===== config.mk =====
export PLATFORM = sky130hd
export DESIGN_NAME = voice_seq
export DESIGN_NICKNAME = d
export VERILOG_FILES = /design/src/rtl/vs_pkg.sv /design/src/rtl/vs_addr_ctr.sv /design/src/rtl/vs_nibble_buf.sv /design/src/rtl/voice_seq.sv
export SDC_FILE = /design/constraint.sdc
export NUM_CORES = 1
export LEC_CHECK = 0
export BUFFER_PORTS_ARGS = -buffer_cell sky130_fd_sc_hd__buf_4
export CORE_MARGIN = 8
export CORE_UTILIZATION = 52
export CTS_BUF_LIST = sky130_fd_sc_hd__clkbuf_8
export DETAILED_ROUTE_END_ITERATION = 12
export PLACE_DENSITY_LB_ADDON = 0.25
export SYNTH_ARGS = -nofsm -noshare
export SYNTH_HDL_FRONTEND = slang
export SYNTH_HIERARCHICAL = 1
export SYNTH_SLANG_ARGS = --single-unit

===== constraint.sdc =====
create_clock -name clk -period 3.15 [get_ports clk]
set_clock_uncertainty 0.2 [all_clocks]
set_input_delay 0.315 -clock clk [delete_from_list [all_inputs] [get_ports clk]]
set_output_delay 0.315 -clock clk [all_outputs]
set_load 0.01 [all_outputs]

===== src/rtl/vs_pkg.sv =====
package vs_pkg;
    typedef enum logic [1:0] {
        MODE_IDLE = 2'd0,
        MODE_REC  = 2'd1,
        MODE_PLAY = 2'd2
    } mode_e;

    typedef enum logic [3:0] {
        ST_IDLE,
        ST_REC_WAIT,
        ST_WR_ADDR,
        ST_WR_OEH,
        ST_WR_WEL,
        ST_WR_DATA,
        ST_WR_REL,
        ST_PLAY_WAIT,
        ST_RD_ADDR,
        ST_RD_OEL,
        ST_RD_CAP
    } state_e;
endpackage


===== src/rtl/vs_addr_ctr.sv =====
module vs_addr_ctr #(
    parameter int ADDR_W    = 15,
    parameter int LEN_BYTES = 32000
) (
    input  logic              clk,
    input  logic              rst_n,
    input  logic              clr,
    input  logic              inc,
    output logic [ADDR_W-1:0] addr,
    output logic              last
);
    localparam logic [ADDR_W-1:0] LAST_ADDR = ADDR_W'(LEN_BYTES - 1);

    always_ff @(posedge clk) begin
        if (!rst_n || clr) begin
            addr <= '0;
        end else if (inc) begin
            addr <= addr + 1'b1;
        end
    end

    assign last = (addr == LAST_ADDR);
endmodule


===== src/rtl/vs_nibble_buf.sv =====
module vs_nibble_buf #(
    parameter int CODE_W = 4
) (
    input  logic                clk,
    input  logic                rst_n,
    input  logic                load_hi,
    input  logic                load_lo,
    input  logic                load_byte,
    input  logic [CODE_W-1:0]   code_in,
    input  logic [2*CODE_W-1:0] byte_in,
    output logic [2*CODE_W-1:0] byte_q
);
    localparam int DATA_W = 2 * CODE_W;

    always_ff @(posedge clk) begin
        if (!rst_n) begin
            byte_q <= '0;
        end else if (load_byte) begin
            byte_q <= byte_in;
        end else if (load_hi) begin
            byte_q[DATA_W-1 -: CODE_W] <= code_in;
        end else if (load_lo) begin
            byte_q[CODE_W-1:0] <= code_in;
        end
    end
endmodule


===== src/rtl/voice_seq.sv =====
module voice_seq
    import vs_pkg::*;
#(
    parameter int CODE_W    = 4,
    parameter int ADDR_W    = 15,
    parameter int LEN_BYTES = 32000,
    parameter int PWM_W     = 8
) (
    input  logic                clk,
    input  logic                rst_n,
    input  logic                rec_btn,
    input  logic                play_btn,
    input  logic                tick,
    input  logic [CODE_W-1:0]   enc_code,
    input  logic [2*CODE_W-1:0] sram_din,
    input  logic [PWM_W-1:0]    dec_sample,
    output logic [ADDR_W-1:0]   sram_addr,
    output logic [2*CODE_W-1:0] sram_dout,
    output logic                sram_dq_oe,
    output logic                sram_we_n,
    output logic                sram_oe_n,
    output logic [CODE_W-1:0]   dec_code,
    output logic                dec_valid,
    output logic [PWM_W-1:0]    pwm_duty,
    output logic [1:0]          mode,
    output logic                busy,
    output logic                err
);
    localparam int DATA_W = 2 * CODE_W;

    state_e state, state_nx;
    logic   phase;
    logic   last;
    logic   enter;
    logic   seq_run;
    logic   ctr_inc;
    logic   play_lo_tick;
    logic [DATA_W-1:0] byte_q;

    assign enter        = (state == ST_IDLE) && (rec_btn || play_btn);
    assign play_lo_tick = (state == ST_PLAY_WAIT) && tick && phase;
    assign ctr_inc      = (state == ST_WR_REL) || play_lo_tick;

    vs_addr_ctr #(.ADDR_W(ADDR_W), .LEN_BYTES(LEN_BYTES)) i_ctr (
        .clk  (clk),
        .rst_n(rst_n),
        .clr  (enter),
        .inc  (ctr_inc),
        .addr (sram_addr),
        .last (last)
    );

    vs_nibble_buf #(.CODE_W(CODE_W)) i_buf (
        .clk      (clk),
        .rst_n    (rst_n),
        .load_hi  ((state == ST_REC_WAIT) && tick && !phase),
        .load_lo  ((state == ST_REC_WAIT) && tick && phase),
        .load_byte(state == ST_RD_CAP),
        .code_in  (enc_code),
        .byte_in  (sram_din),
        .byte_q   (byte_q)
    );

    // state register
    always_ff @(posedge clk) begin
        if (!rst_n) state <= ST_IDLE;
        else        state <= state_nx;
    end

    // next-state logic
    always_comb begin
        state_nx = state;
        unique case (state)
            ST_IDLE: begin
                if (rec_btn)       state_nx = ST_REC_WAIT;
                else if (play_btn) state_nx = ST_PLAY_WAIT;
            end
            ST_REC_WAIT:  if (tick && phase) state_nx = ST_WR_ADDR;
            ST_WR_ADDR:   state_nx = ST_WR_OEH;
            ST_WR_OEH:    state_nx = ST_WR_WEL;
            ST_WR_WEL:    state_nx = ST_WR_DATA;
            ST_WR_DATA:   state_nx = ST_WR_REL;
            ST_WR_REL:    state_nx = last ? ST_IDLE : ST_REC_WAIT;
            ST_PLAY_WAIT: begin
                if (tick && !phase)    state_nx = ST_RD_ADDR;
                else if (play_lo_tick && last) state_nx = ST_IDLE;
            end
            ST_RD_ADDR:   state_nx = ST_RD_OEL;
            ST_RD_OEL:    state_nx = ST_RD_CAP;
            ST_RD_CAP:    state_nx = ST_PLAY_WAIT;
            default:      state_nx = ST_IDLE;
        endcase
    end

    // outputs decoded from state
    always_comb begin
        sram_we_n  = 1'b1;
        sram_oe_n  = 1'b1;
        sram_dq_oe = 1'b0;
        seq_run    = 1'b0;
        mode       = MODE_IDLE;
        unique case (state)
            ST_IDLE:      mode = MODE_IDLE;
            ST_REC_WAIT:  mode = MODE_REC;
            ST_WR_ADDR, ST_WR_OEH: begin
                mode = MODE_REC; seq_run = 1'b1;
            end
            ST_WR_WEL: begin
                mode = MODE_REC; seq_run = 1'b1; sram_we_n = 1'b0;
            end
            ST_WR_DATA: begin
                mode = MODE_REC; seq_run = 1'b1; sram_we_n = 1'b0; sram_dq_oe = 1'b1;
            end
            ST_WR_REL: begin
                mode = MODE_REC; seq_run = 1'b1; sram_dq_oe = 1'b1;
            end
            ST_PLAY_WAIT: mode = MODE_PLAY;
            ST_RD_ADDR: begin
                mode = MODE_PLAY; seq_run = 1'b1;
            end
            ST_RD_OEL, ST_RD_CAP: begin
                mode = MODE_PLAY; seq_run = 1'b1; sram_oe_n = 1'b0;
            end
            default:      mode = MODE_IDLE;
        endcase
    end

    assign busy      = (mode != MODE_IDLE);
    assign sram_dout = byte_q;

    // datapath registers
    always_ff @(posedge clk) begin
        if (!rst_n) begin
            phase     <= 1'b0;
            pwm_duty  <= '0;
            dec_code  <= '0;
            dec_valid <= 1'b0;
            err       <= 1'b0;
        end else begin
            dec_valid <= 1'b0;
            if (tick && seq_run) err <= 1'b1;
            if (enter) begin
                phase    <= 1'b0;
                pwm_duty <= '0;
            end
            if (state == ST_REC_WAIT && tick) phase <= ~phase;
            if (state == ST_WR_REL && last) pwm_duty <= '0;
            if (state == ST_PLAY_WAIT && tick) begin
                pwm_duty <= (phase && last) ? '0 : dec_sample;
            end
            if (state == ST_RD_CAP) begin
                dec_code  <= sram_din[DATA_W-1 -: CODE_W];
                dec_valid <= 1'b1;
                phase     <= 1'b1;
            end
            if (play_lo_tick) begin
                dec_code  <= byte_q[CODE_W-1:0];
                dec_valid <= 1'b1;
                phase     <= 1'b0;
            end
        end
    end
endmodule


# Word level (Yosys, flattened, before mapping)
# Index checks and enable logic that the tools add are counted.
# op_classes
add_sub_neg,1
n_mul,0
n_div,0
reduce_logical,33
n_eq_ne,15
bitwise_logic,2
mux,27
n_shift,0
magnitude_cmp,0
# op_table
cell,n
4-bit case mux with 11 select lines,1
4-bit 2-to-1 mux,10
8-bit 2-to-1 mux,5
"4-bit by 3-bit == test with 1-bit output, second input constant",4
"15-bit by 1-bit adder with 15-bit output, second input constant",1
"15-bit == test, second input constant",1
"4-bit == test, second input constant",3
1-bit logical AND,12
1-bit 2-to-1 mux,10
"4-bit by 2-bit == test with 1-bit output, second input constant",2
2-bit nonzero test,4
2-bit OR reduction,4
8-bit OR reduction,1
3-bit nonzero test,2
6-bit OR reduction,1
"4-bit by 1-bit == test with 1-bit output, second input constant",1
4-bit logical NOT,1
2-bit case mux with 2 select lines,1
4-bit OR reduction,1
1-bit logical OR,3
"3-bit by 1-bit inequality test with 1-bit output, second input constant",1
"3-bit inequality test, second input constant",1
3-bit AND reduction,1
1-bit logical NOT,2
4 further kinds,5
# word_totals
reg_bits,42
romBits,0
in_bits,25
ramBits,0
memories,0
elab_cells,87
latch_bits,0
output_inout_bits,43

# Depth between registers and ports, before layout
# logic_depth
depth_word,7
ltp_mapped,9
mapped_depth_nobuf,7

# Modules after synthesis
# Netlist, hierarchy kept.
# by_module_without_submodules
mod,n_inst,seq_area_each_um2,cells_per_inst,area_each_um2
voice_seq,1,380.4,119,1017.2
vs_addr_ctr,1,300.3,79,738.2
vs_nibble_buf,1,160.2,37,365.4

# Least setup slack after synthesis
# OpenSTA, ideal clock, no wires.
# synth_timing
kind,register to register
start,register i_ctr.addr[0]
end,register state[0]
required_time_ns,2.835
stages_incl_launch_ff,8
setup_slack_ns,0.633
synth_period_minus_slack_ns,2.517
t_arrival_ns,2.203
cell_sequence,dfxtp_1 > ha_1 > or4bb_1 > nor4_1 > nand2b_1 > a211oi_1 > a31o_2 > o21a_1
# synth_via
elab_chain_cells,4
elab_cells_between_ends,6
# synth_lines
item,line_no,text
start: declaration,vs_addr_ctr.sv:9,"output logic [ADDR_W-1:0] addr,"
start signal: assignment,vs_addr_ctr.sv:18,addr <= addr + 1'b1;
15-bit == test *,vs_addr_ctr.sv:22,assign last = (addr == LAST_ADDR);
named net last,voice_seq.sv:33,logic last;
1-bit logical AND,voice_seq.sv:86,else if (play_lo_tick && last) state_nx = ST_IDLE;
3-bit by 1-bit inequality test with 1-bit output (no line),-,
3-bit AND reduction (no line),-,
end signal: assignment,voice_seq.sv:67,else state <= state_nx;
end: declaration,voice_seq.sv:31,"state_e state, state_nx;"
# The timed path passes the listed nets; every way through them passes the cells marked *.
# A chain may end at the register's enable or synchronous reset.

# Worst setup path after layout
# Same ends and word-level chain as after synthesis.

==> impl_metrics.py <==
metrics = {
    "status": {
        "outcome": "completed",
    },
    "final_layout": {
        "drive_gt1_share_pct": 30.10,
        "antennaDiodeCount": 0,
        "areaGrowthSynthToFinish_pct": 29.03,
        "num-nets-final": 324,
        "final_cells": 349,
        "fillers": 342,
        "fin_area_sq_mm": 0.002736,
    },
    "global_route": {
        "first_global_vias": 1977,
        "overflow": 0,
        "grt_pass1_wl_mm": 8.949,
        "grt_max_degree": 31,
        "gr-usage-all-layers_pct": 17.21,
        "antenna_found_initial": 0,
    },
    "sta": {
        "setup_violations": 0,
        "slew_headroom_pct": 39.54,
        "fin_crit_sh_pct": 93.82,
        "fmax_mhz": 338.4,
        "fin_tns_setup_ps": 0,
        "hold_ws_ps": 86.56,
        "slew_violations": 0,
        "worst_slew_pin_slew_ps": 898.7,
        "hold_viol_final": 0,
        "min_period_ps": 2955,
        "rsz0062_at_grt": "no",
    },
    "placed_design": {
        "post-dp-hpwl_mm": 3.932,
        "placedCellCount": 341,
        "routabilityCongestion": 0.8645,
        "dpl_cell_area_sq_mm": 0.002628,
        "portBuffers": 67,
    },
    "yosys": {
        "synth_common_cells": "dfxtp_1, a21oi_1, nand2_1, a22oi_1, mux2i_1",
        "ys_async_sr_fraction_pct": 0,
        "synth_seq_area_share_pct": 39.65,
        "syn_nets": 261,
        "synthTopCellsByArea": "dfxtp_1, mux2i_1, a22oi_1",
        "netlist_instances": 235,
        "synth_area_sq_mm": 0.002121,
        "ys.flop_type": "dfxtp_1",
        "yosysTopAreaCell": "dfxtp_1",
        "yosysWarnings": 6,
        "synth.avg_cell_area_sq_um": 9.025,
        "synth-edff-count": 0,
        "ys_types": 51,
        "synth.most_common_cell": "dfxtp_1",
        "ys_seq_elements": 42,
        "yosysTopAreaCellShare_pct": 39.65,
    },
    "drt": {
        "viasPerCell": 5.653,
        "drc_errors": 0,
        "drt_iter0_markers": 127,
        "wirelength_mm": 5.310,
        "first_pass_iters": 4,
        "antenna_left": 0,
        "wl_per_cell_um": 15.21,
        "num_vias": 1973,
    },
    "worst_setup_path": {
        "r2r_end": "state[0]$_SDFFE_PN0P_",
        "reg2reg_from": "i_ctr/addr[0]$_SDFFE_PP0P_",
        "arrival_ps": 2950,
        "cp.required_ps": 3150,
        "crit_type": "reg2reg",
        "rrSetupSlack_ps": 190,
        "start_kind": "flop",
        "ff2ff_path_depth": 7,
        "endpoint_kind": "flop",
        "crit_fanout": 7,
    },
    "pwr": {
        "max-vdd-ir-drop_uv": 286.8,
        "power_frac_comb_pct": 24.8,
        "netSwitchingPower_mw": 0.4045,
        "report.power.total_mw": 1.357,
        "p_leak_nw": 1.054,
        "pwr-share-clk_pct": 31.1,
        "powerDensity_mw_per_mm2": 495.8,
        "swShare_pct": 29.81,
        "internal_power_mw": 0.9523,
        "power_frac_seq_pct": 44.1,
    },
    "worst_hold_path": {
        "min_path_type": "in2reg",
        "hp-start": "sram_din[3]",
        "hold_depth": 3,
        "hold-path-endpoint": "i_buf/byte_q[3]$_SDFFE_PN0P_",
    },
    "cts": {
        "clk_pin_slew_worst_paths_ps": 90,
        "cts_tree": "yes",
        "cts_buffers": 5,
        "clk_path_buf_depth": 2,
        "insertion_delay_ps": 290,
        "cts_root_buf": "clkbuf_8",
        "cts_sinks": 42,
        "htreeDepth": 2,
        "ctsHoldBuffers": 0,
    },
    "floorplanning": {
        "io-pin-count": 68,
        "core_area_sq_mm": 0.003971,
        "rows": 23,
        "die_y_um": 79.86,
        "initial_core_util_pct": 53.40,
        "die_area_sq_mm": 0.006378,
        "die_w_um": 79.86,
    },
    "job": {
        "cap_violations": 0,
    },
}
-- cells in the final DEF, fill, tap and decap left out, drive strengths merged, types with 2 or more instances in the layout --
cell     n
nand4    8
a211oi   2
mux2i   12
a22oi   12
or4      5
inv      6
or3      2
nor3     5
o21a     6
buf     68
nand3   11
o31ai    6
nand3b   2
a31o     2
clkbuf   5
xnor2    2
nand2b   5
nor2    10
or2      2
a21oi   16
nor4     4
o21ai   13
clkinv   2
nor2b   12
dfxtp   42
xor2     3
nand2   14
and2     2
a21boi   6
-- registers in the layout, summed over array words and instances, names as in the netlist --
register	flops
dec_valid	1
state	4
err	1
i_buf/byte_q	8
pwm_duty	8
phase	1
dec_code	4
i_ctr/addr	15
-- stage by stage --
stage | util [%] | worst slack (ps)
final | 68.90 | 194.7
after global routing | 68.90 | 24.14
after CTS | 68.90 | 203.1
after detailed placement | 66.16 | 269.7
after global placement | 66.16 | 255.0
after floorplan | - | 632.7
-- power groups by stage --
stage               registers, mW  clock network [mW]  logic (mW)
floorplan                   0.593                   0       0.236
global placement            0.608                   0       0.332
detailed placement          0.609                   0       0.336
CTS                         0.597               0.432       0.337
global route                0.603               0.457       0.376
finish                      0.598               0.422       0.337
-- cells by family after synthesis --
| group | synth area share [%] |
|---|---|
| AND/OR/NAND/NOR | 24.96 |
| adder cells (fa/ha/maj) | 0.5899 |
| buffers and inverters | 4.189 |
| AO/OA/AOI/OAI | 22.89 |
| flip-flops | 39.65 |
| multiplexers | 5.664 |
| XOR/XNOR | 2.065 |
-- metal layers --
metal  up-vias  wire length, um  global-route usage, %
met2        59             2429                  27.14
met5         -                0                      0
li1       1005                -                      -
met1       900             2390                  20.32
met4         0               75                  6.364
met3         9              415                  7.207
-- layout make-up --
cell class,count,area [sq um],share of cell area [%]
Clock buffer,5,68.82,2.515
Clock inverter,3,40.04,1.463
Inverter,6,22.52,0.8230
Multi-Input combinational cell,175,1191,43.53
Sequential cell,42,840.8,30.73
Tap cell,50,62.56,2.286
Timing Repair Buffer,68,510.5,18.66
-- worst max-delay path by stage --
stage | from | endpoint | cells after the start
2_1_floorplan | i_ctr/addr[0]$_SDFFE_PP0P_ | state[0]$_SDFFE_PN0P_ | 7
3_3_place_gp | i_ctr/addr[0]$_SDFFE_PP0P_ | state[0]$_SDFFE_PN0P_ | 7
3_5_place_dp | state[0]$_SDFFE_PN0P_ | i_ctr/addr[10]$_SDFFE_PP0P_ | 6
4_1_cts | i_ctr/addr[0]$_SDFFE_PP0P_ | pwm_duty[3]$_SDFFE_PN0P_ | 7
5_1_grt | i_ctr/addr[0]$_SDFFE_PP0P_ | pwm_duty[6]$_SDFFE_PN0P_ | 7
6_report | i_ctr/addr[0]$_SDFFE_PP0P_ | state[0]$_SDFFE_PN0P_ | 7
-- worst max-delay path, stage by stage (launching register included) --
cell      delay, ps
dfxtp_1         490
ha_1            270
or4bb_1         480
nor4_1          690
nand2b_1        220
a211oi_1         90
a31o_2          240
o21a_1          180
-- what timing repair did --
action                     CTS  global route
setup endpoints to repair    0             1
gates resized for setup      0             1
buffers inserted             0             0
Power figures use the tool's default switching activity.
